`src/rtl/csr_bank.sv`:
```
module csr_bank #(
  parameter int          XW       = 64,
  parameter int          AW       = 12,
  parameter int          FPW      = 8,
  parameter logic [63:0] ISA_INIT = 64'h8000000000101129
) (
  input  logic          clk,
  input  logic          rst_n,
  input  logic [AW-1:0] addr,
  input  logic          rd_en,
  input  logic          wr_en,
  input  logic [XW-1:0] wdata,
  input  logic          retire,
  input  logic          tick,
  output logic [XW-1:0] rdata,
  output logic          illegal
);
  localparam int HW = XW / 2;

  logic [FPW-1:0] fp_ctl;
  logic [XW-1:0]  m_scratch, m_tvec, m_epc, m_cause;
  logic [XW-1:0]  cyc_cnt, ret_cnt, tim_cnt;
  logic           hit;

  wire wr_ok  = wr_en && (addr[AW-1:AW-2] != 2'b11);
  wire ld_cyc = wr_ok && addr == 12'hB00;
  wire ld_ret = wr_ok && addr == 12'hB02;

  always_comb begin
    hit   = 1'b1;
    rdata = '0;
    case (addr)
      12'h001: rdata = XW'(fp_ctl[4:0]);
      12'h002: rdata = XW'(fp_ctl[7:5]);
      12'h003: rdata = XW'(fp_ctl);
      12'h301: rdata = ISA_INIT;
      12'h305: rdata = m_tvec;
      12'h340: rdata = m_scratch;
      12'h341: rdata = m_epc;
      12'h342: rdata = m_cause;
      12'hB00, 12'hC00: rdata = cyc_cnt;
      12'hB02, 12'hC02: rdata = ret_cnt;
      12'hC01: rdata = tim_cnt;
      12'hC80: rdata = cyc_cnt >> HW;
      12'hC81: rdata = tim_cnt >> HW;
      12'hC82: rdata = ret_cnt >> HW;
      12'hF11, 12'hF12, 12'hF13, 12'hF14: rdata = '0;
      default: hit = 1'b0;
    endcase
  end

  always_ff @(posedge clk or negedge rst_n) begin
    if (!rst_n) begin
      fp_ctl    <= '0;
      m_scratch <= '0;
      m_tvec    <= '0;
      m_epc     <= '0;
      m_cause   <= '0;
    end else if (wr_ok) begin
      case (addr)
        12'h001: fp_ctl[4:0] <= wdata[4:0];
        12'h002: fp_ctl[7:5] <= wdata[2:0];
        12'h003: fp_ctl      <= wdata[FPW-1:0];
        12'h305: m_tvec      <= wdata;
        12'h340: m_scratch   <= wdata;
        12'h341: m_epc       <= wdata;
        12'h342: m_cause     <= wdata;
        default: ;
      endcase
    end
  end

  always_ff @(posedge clk or negedge rst_n) begin
    if (!rst_n) begin
      cyc_cnt <= '0;
      ret_cnt <= '0;
      tim_cnt <= '0;
      illegal <= 1'b0;
    end else begin
      cyc_cnt <= ld_cyc ? wdata : cyc_cnt + 1'b1;
      if (ld_ret)      ret_cnt <= wdata;
      else if (retire) ret_cnt <= ret_cnt + 1'b1;
      if (tick)        tim_cnt <= tim_cnt + 1'b1;
      illegal <= rd_en && !hit;
    end
  end
endmodule

```
`config.mk`:
```
export PLATFORM = sky130hd
export DESIGN_NAME = csr_bank
export DESIGN_NICKNAME = d
export VERILOG_FILES = /design/src/rtl/csr_bank.sv
export SDC_FILE = /design/constraint.sdc
export NUM_CORES = 1
export LEC_CHECK = 0
export BUFFER_PORTS_ARGS = -buffer_cell sky130_fd_sc_hd__buf_2
export CORE_MARGIN = 2
export CORE_UTILIZATION = 48
export DETAILED_ROUTE_END_ITERATION = 10
export PLACE_DENSITY = 0.66
export SLEW_MARGIN = 5
export SYNTH_ARGS = -nofsm -noshare
export SYNTH_HDL_FRONTEND = slang
export SYNTH_SLANG_ARGS = --single-unit
```
`constraint.sdc`:
```
create_clock -name clk -period 5.6 [get_ports clk]
set_clock_uncertainty 0.15 [all_clocks]
set_input_delay 0.56 -clock clk [delete_from_list [all_inputs] [get_ports clk]]
set_output_delay 0.56 -clock clk [all_outputs]
set_load 0.05 [all_outputs]
```
==> results.sh, run 1 <==
export IMPL_worst_slew_pin_slew_ns=1.39
export IMPL_ctsHoldBuffers=1
export IMPL_place_gp_congestion=0.993
export IMPL_hold_viol_final=0
export IMPL_crit_arrival_ns=3.63
export IMPL_ir_drop_uv=233
export IMPL_floorplan_initialDensity_pct=48.3
export IMPL_numCtsBuffers=51
export IMPL_drc=0
export IMPL_power_frac_seq_pct=46.8
export IMPL_max_freq_mhz=231
export IMPL_cts_tree="built"
export IMPL_htreeDepth=2
export IMPL_p_switching_mw=1.84
export IMPL_fin_nets=2443
export IMPL_setup_tns_ns=0
export IMPL_switching_share_pct=24.6
export IMPL_multi_input_area_um2=11500
export IMPL_hp_start="tick"
export IMPL_report_final_slew_viol_count=0
export IMPL_vias=19600
export IMPL_antenna_left=0
export IMPL_synth_top_area_cell="dfrtp_1"
export IMPL_pwr_share_comb_pct=5.5
export IMPL_synth_area_per_cell_um2=10.4
export IMPL_seqCellArea_um2=11400
export IMPL_rrSetupSlack_ns=2.41
export IMPL_grt_max_degree=141
export IMPL_port_buffers=146
export IMPL_post_route_min_period_ns=4.34
export IMPL_hold_class="in2reg"
export IMPL_synth_seq_cells=457
export IMPL_post_cts_buffers=0
export IMPL_synth_edf_count=0
export IMPL_async_flop_share_pct=100
export IMPL_status="complete, no violations"
export IMPL_synth_area_leaders="dfrtp_1, mux2_2, nand2_1, xnor2_1, xor2_1"
export IMPL_timing_slew_headroom_pct=6.71
export IMPL_power_internal_mw=5.65
export IMPL_rsz0062_at_grt="no"
export IMPL_cts_resized=0
export IMPL_cts_root_buf="clkbuf_16"
export IMPL_yosysTopAreaCellShare_pct=48.7
export IMPL_grt_pass1_wl_um=122000
export IMPL_yosys_warnings=0
export IMPL_synth_cells_most_frequent="dfrtp_1, nand2_1, mux2_2"
export IMPL_placed_area_um2=24900
export IMPL_grt_usage_pct=32.1
export IMPL_drtIter0Drc=2532
export IMPL_antenna_found_initial=5
export IMPL_clk_pin_slew_worst_paths_ns=0.06
export IMPL_startpoint_type="input port"
export IMPL_dp_hpwl_um=55200
export IMPL_clk_latency_ns=0.62
export IMPL_area_delta_synth_final_pct=13.6
export IMPL_power_share_clock_pct=47.7
export IMPL_fp_dieW_um=225
export IMPL_ff2ff_path_depth=7
export IMPL_crit_start="addr[7]"
export IMPL_netlist_instances=2262
export IMPL_syn_nets=2347
export IMPL_yosysMostFrequentCell="dfrtp_1"
export IMPL_drive_above_1_share_pct=21.4
export IMPL_stdcell_area_um2=26700
export IMPL_grt_ovfl_total=0
export IMPL_routed_via_density=6.48
export IMPL_die_area_um2=50800
export IMPL_reg2reg_to="ret_cnt[39]"
export IMPL_endpoint="rdata[8]"
export IMPL_rows=81
export IMPL_firstDrtPassIters=9
export IMPL_timing_max_cap_violations=0
export IMPL_leakagePower_nw=12.0
export IMPL_setup_violations=0
export IMPL_power_mw=7.50
export IMPL_p_per_area_nw_per_um2=281
export IMPL_crit_type="in2out"
export IMPL_fin_crit_sh_pct=77.4
export IMPL_avgRoutedWirePerCell_um=26.6
export IMPL_netlist_area_um2=23500
export IMPL_critPathRequiredTime_ns=4.89
export IMPL_totalWireLength_um=80500
export IMPL_fp_coreArea_um2=48600
export IMPL_fill_cells=4287
export IMPL_grt_pass1_vias=19400
export IMPL_cts_sinks=457
export IMPL_synth_seq_area_share_pct=48.7
export IMPL_clk_path_buf_depth=3
export IMPL_r2r_start="ret_cnt[3]"
export IMPL_die_h_um=225
export IMPL_synth_ff_type="dfrtp_1"
export IMPL_synth_cell_types=59
export IMPL_crit_fanout=24
export IMPL_end_kind="primary output"
export IMPL_pin_count=147
## flip-flops by register name, indices dropped and copies added, names as in the netlist
signal / count
tim_cnt: 64
m_scratch: 64
ret_cnt: 64
m_epc: 64
m_cause: 64
m_tvec: 64
illegal: 1
cyc_cnt: 64
fp_ctl: 8
## area by class of cell
| type | count | area share [%] |
|---|---|---|
| Timing Repair Buffer | 185 | 4.21 |
| Clock inverter | 24 | 1.07 |
| Inverter | 11 | 0.155 |
| Sequential cell | 457 | 42.8 |
| Antenna cell | 1 | 0.00937 |
| Tap cell | 622 | 2.92 |
| Clock buffer | 72 | 5.60 |
| Multi-Input combinational cell | 1652 | 43.2 |
## how the worst min path moves through the flow
stage                  to  slack (ns)  depth (start not counted)
4_1_cts        tim_cnt[0]        0.03                          2
3_5_place_dp   m_tvec[48]        0.33                          1
3_3_place_gp   m_tvec[17]        0.32                          1
5_1_grt        tim_cnt[0]        0.04                          2
6_report       tim_cnt[0]        0.05                          2
2_1_floorplan  cyc_cnt[0]        0.11                          0
## cell usage in the layout (no fill, tap or decap), types with 53 or more instances in the layout
cell | synthesis | routed
nor2_1 | 96 | 93
mux2_1 | 64 | 64
and3_1 | 55 | 53
xor2_1 | 87 | 87
buf_2 | 46 | 145
a22oi_1 | 74 | 74
nand3_1 | 103 | 103
o21ai_0 | 123 | 123
xnor2_1 | 102 | 102
dfrtp_1 | 457 | 457
a21oi_1 | 127 | 127
a222oi_1 | 54 | 54
nand4_1 | 56 | 56
mux2_2 | 205 | 205
nand2_1 | 293 | 291
## through the flow
stage               hold WS (ns)  utilization, %  cells  worst slack [ns]
floorplan                  0.114               -   2262              2.20
global placement           0.324            51.2   2926              1.41
detailed placement         0.332            51.2   2926              1.41
CTS                       0.0303            54.9   3023              1.38
global route              0.0427            54.9   3024              1.23
finish                    0.0527            54.9   3024              1.26
## power groups by stage
stage | Sequential, mW | Combinational, mW | Clock, mW
global placement | 3.56 | 0.401 | 0
finish | 3.51 | 0.415 | 3.58
detailed placement | 3.56 | 0.413 | 0
global route | 3.51 | 0.459 | 3.74
floorplan | 3.52 | 0.189 | 0
CTS | 3.50 | 0.415 | 3.61
## per-layer routing
metal	track usage, %	vias to the layer above	share of wire [%]
li1	-	8474	-
met1	44.8	9867	42
met2	48.7	1048	44
met3	6.44	206	10
met4	13.4	6	3.9
met5	0	-	0.051
## worst max-delay path, cell delays in order
cell      delay [ns]
buf_2           0.30
nor4_2          0.25
buf_4           0.23
nand2b_1        0.40
nor2_4          0.73
buf_4           0.42
a221o_1         0.20
a211o_1         0.21
buf_2           0.30
## cells by family after synthesis
group / count (synthesis) / share of synthesized area [%]
AND/OR/NAND/NOR: 726 / 15.4
flip-flops: 457 / 48.7
XOR/XNOR: 189 / 7.04
AO/OA/AOI/OAI: 448 / 12.4
buffers and inverters: 153 / 2.69
adder cells (fa/ha/maj): 3 / 0.160
multiplexers: 286 / 13.6
Note: power is estimated with default switching activity, not from simulation.
==> run 2, diff against run 1 <==
==> constraint.sdc (replaced) <==
create_clock -name clk -period 4.35 [get_ports clk]
set_clock_uncertainty 0.15 [all_clocks]
set_input_delay 0.435 -clock clk [delete_from_list [all_inputs] [get_ports clk]]
set_output_delay 0.435 -clock clk [all_outputs]
set_load 0.05 [all_outputs]
==> results.sh, run 2 (same netlist as run 1, synthesis figures left out) <==
export IMPL_die_h_um=225
export IMPL_grt_max_degree=125
export IMPL_switching_share_pct=24.9
export IMPL_fin_nets=2520
export IMPL_use_met1_pct=44.7
export IMPL_fin_crit_sh_pct=84.1
export IMPL_startpoint_type="input port"
export IMPL_fp_coreArea_um2=48600
export IMPL_status="complete, no violations"
export IMPL_ir_drop_uv=249
export IMPL_power_internal_mw=7.16
export IMPL_setup_violations=0
export IMPL_power_share_clock_pct=46.5
export IMPL_numCtsBuffers=51
export IMPL_drive_above_1_share_pct=21.6
export IMPL_totalWireLength_um=81700
export IMPL_fp_dieW_um=225
export IMPL_max_freq_mhz=273
export IMPL_placed_cells=2948
export IMPL_worst_slew_pin_slew_ns=1.16
export IMPL_grt_usage_pct=32.4
export IMPL_end_kind="primary output"
export IMPL_floorplan_initialDensity_pct=48.3
export IMPL_pwr_share_comb_pct=6.1
export IMPL_routed_via_density=6.42
export IMPL_antenna_found_initial=1
export IMPL_port_buffers=146
export IMPL_cts_root_buf="clkbuf_16"
export IMPL_clk_pin_slew_worst_paths_ns=0.06
export IMPL_fin_cells=3097
export IMPL_crit_type="in2out"
export IMPL_dp_hpwl_um=57200
export IMPL_crit_fanout=9
export IMPL_power_frac_seq_pct=47.3
export IMPL_final_cell_mix="dfrtp_1, nand2_1, mux2_2"
export IMPL_post_route_min_period_ns=3.66
export IMPL_vias=19900
export IMPL_leakagePower_nw=12.4
export IMPL_cts_sinks=457
export IMPL_htreeDepth=2
export IMPL_p_per_area_nw_per_um2=348
export IMPL_firstDrtPassIters=6
export IMPL_clk_latency_ns=0.62
export IMPL_avgRoutedWirePerCell_um=26.4
export IMPL_drc=0
export IMPL_rows=81
export IMPL_clk_path_buf_depth=3
export IMPL_post_cts_buffers=0
export IMPL_grt_pass1_wl_um=123000
export IMPL_place_gp_congestion=1.02
export IMPL_grt_pass1_vias=19700
export IMPL_die_area_um2=50800
export IMPL_hold_viol_final=0
export IMPL_drtIter0Drc=2427
export IMPL_area_delta_synth_final_pct=16.7
export IMPL_grtUsageMet2_pct=49.5
export IMPL_report_final_slew_viol_count=0
export IMPL_pin_count=147
export IMPL_hold_class="in2reg"
export IMPL_met3_usage_pct=7.35
export IMPL_timing_slew_headroom_pct=22.2
export IMPL_crit_arrival_ns=3.08
export IMPL_grt_ovfl_total=0
export IMPL_rsz0062_at_grt="no"
export IMPL_busiest_layer="met2"
export IMPL_antenna_left=0
export IMPL_p_switching_mw=2.37
export IMPL_timing_max_cap_violations=0
export IMPL_critPathRequiredTime_ns=3.76
export IMPL_setup_tns_ns=0
export IMPL_cts_tree="built"
export IMPL_mostFrequentLayoutCell="dfrtp_1"
[run 2: layout make-up]
cell class / instances / area [µm²]
tap: 622 / 778
clock buffer: 73 / 1520
timing repair buffer: 262 / 1930
multi-input combinational: 1652 / 11500
inverter: 11 / 41.3
clock inverter: 19 / 189
sequential: 457 / 11400
antenna: 1 / 2.50
fill: 4255 / 21200
[run 2: timing repair]
action,in CTS,in global routing
hold endpoints to repair,283,0
hold buffers,56,0
gates resized for setup,0,0
[run 2: per-stage QoR]
step	worst slack, ns	power, mW	cell area (µm²)	hold WS [ns]	util, %
2_1_floorplan	1.20	4.77	23500	-0.0106	-
3_3_place_gp	0.802	5.10	25200	0.323	51.7
3_5_place_dp	0.744	5.12	25200	0.331	51.7
4_1_cts	0.749	9.57	27400	0.00493	56.4
5_1_grt	0.609	9.82	27400	0.0139	56.4
6_report	0.690	9.54	27400	0.0228	56.4
[run 2: metal layers]
| layer | vias to the layer above | routed length [µm] |
|---|---|---|
| met3 | 212 | 8450 |
| met5 | - | 13 |
| met4 | 2 | 3230 |
| met1 | 9932 | 33500 |
| met2 | 1104 | 36600 |
| li1 | 8628 | - |
[run 2: power groups by stage]
| stage | clock (mW) | sequential [mW] | combinational [mW] |
|---|---|---|---|
| floorplan | 0 | 4.53 | 0.244 |
| global placement | 0 | 4.57 | 0.523 |
| detailed placement | 0 | 4.58 | 0.540 |
| CTS | 4.48 | 4.50 | 0.582 |
| global route | 4.66 | 4.52 | 0.641 |
| finish | 4.44 | 4.51 | 0.585 |
[run 2: worst paths after layout]
path | start | to | slack (ns) | depth (start not counted)
max | addr[5] | rdata[30] | 0.69 | 7
min | wdata[20] | ret_cnt[20] | 0.02 | 3
max reg2reg | tim_cnt[3] | tim_cnt[43] | 1.44 | 6
min reg2reg | m_tvec[30] | m_tvec[30] | 0.34 | 1
max in group asynchronous | rst_n | cyc_cnt[38] | 2.57 | 3
min in group asynchronous | rst_n | m_cause[4] | 0.35 | 2
[run 2: worst max-delay path, stage by stage]
cell	delay [ns]
buf_2	0.15
nor3_1	0.55
and2_1	0.32
and3_1	0.73
a222oi_1	0.22
o211ai_1	0.30
buf_2	0.37
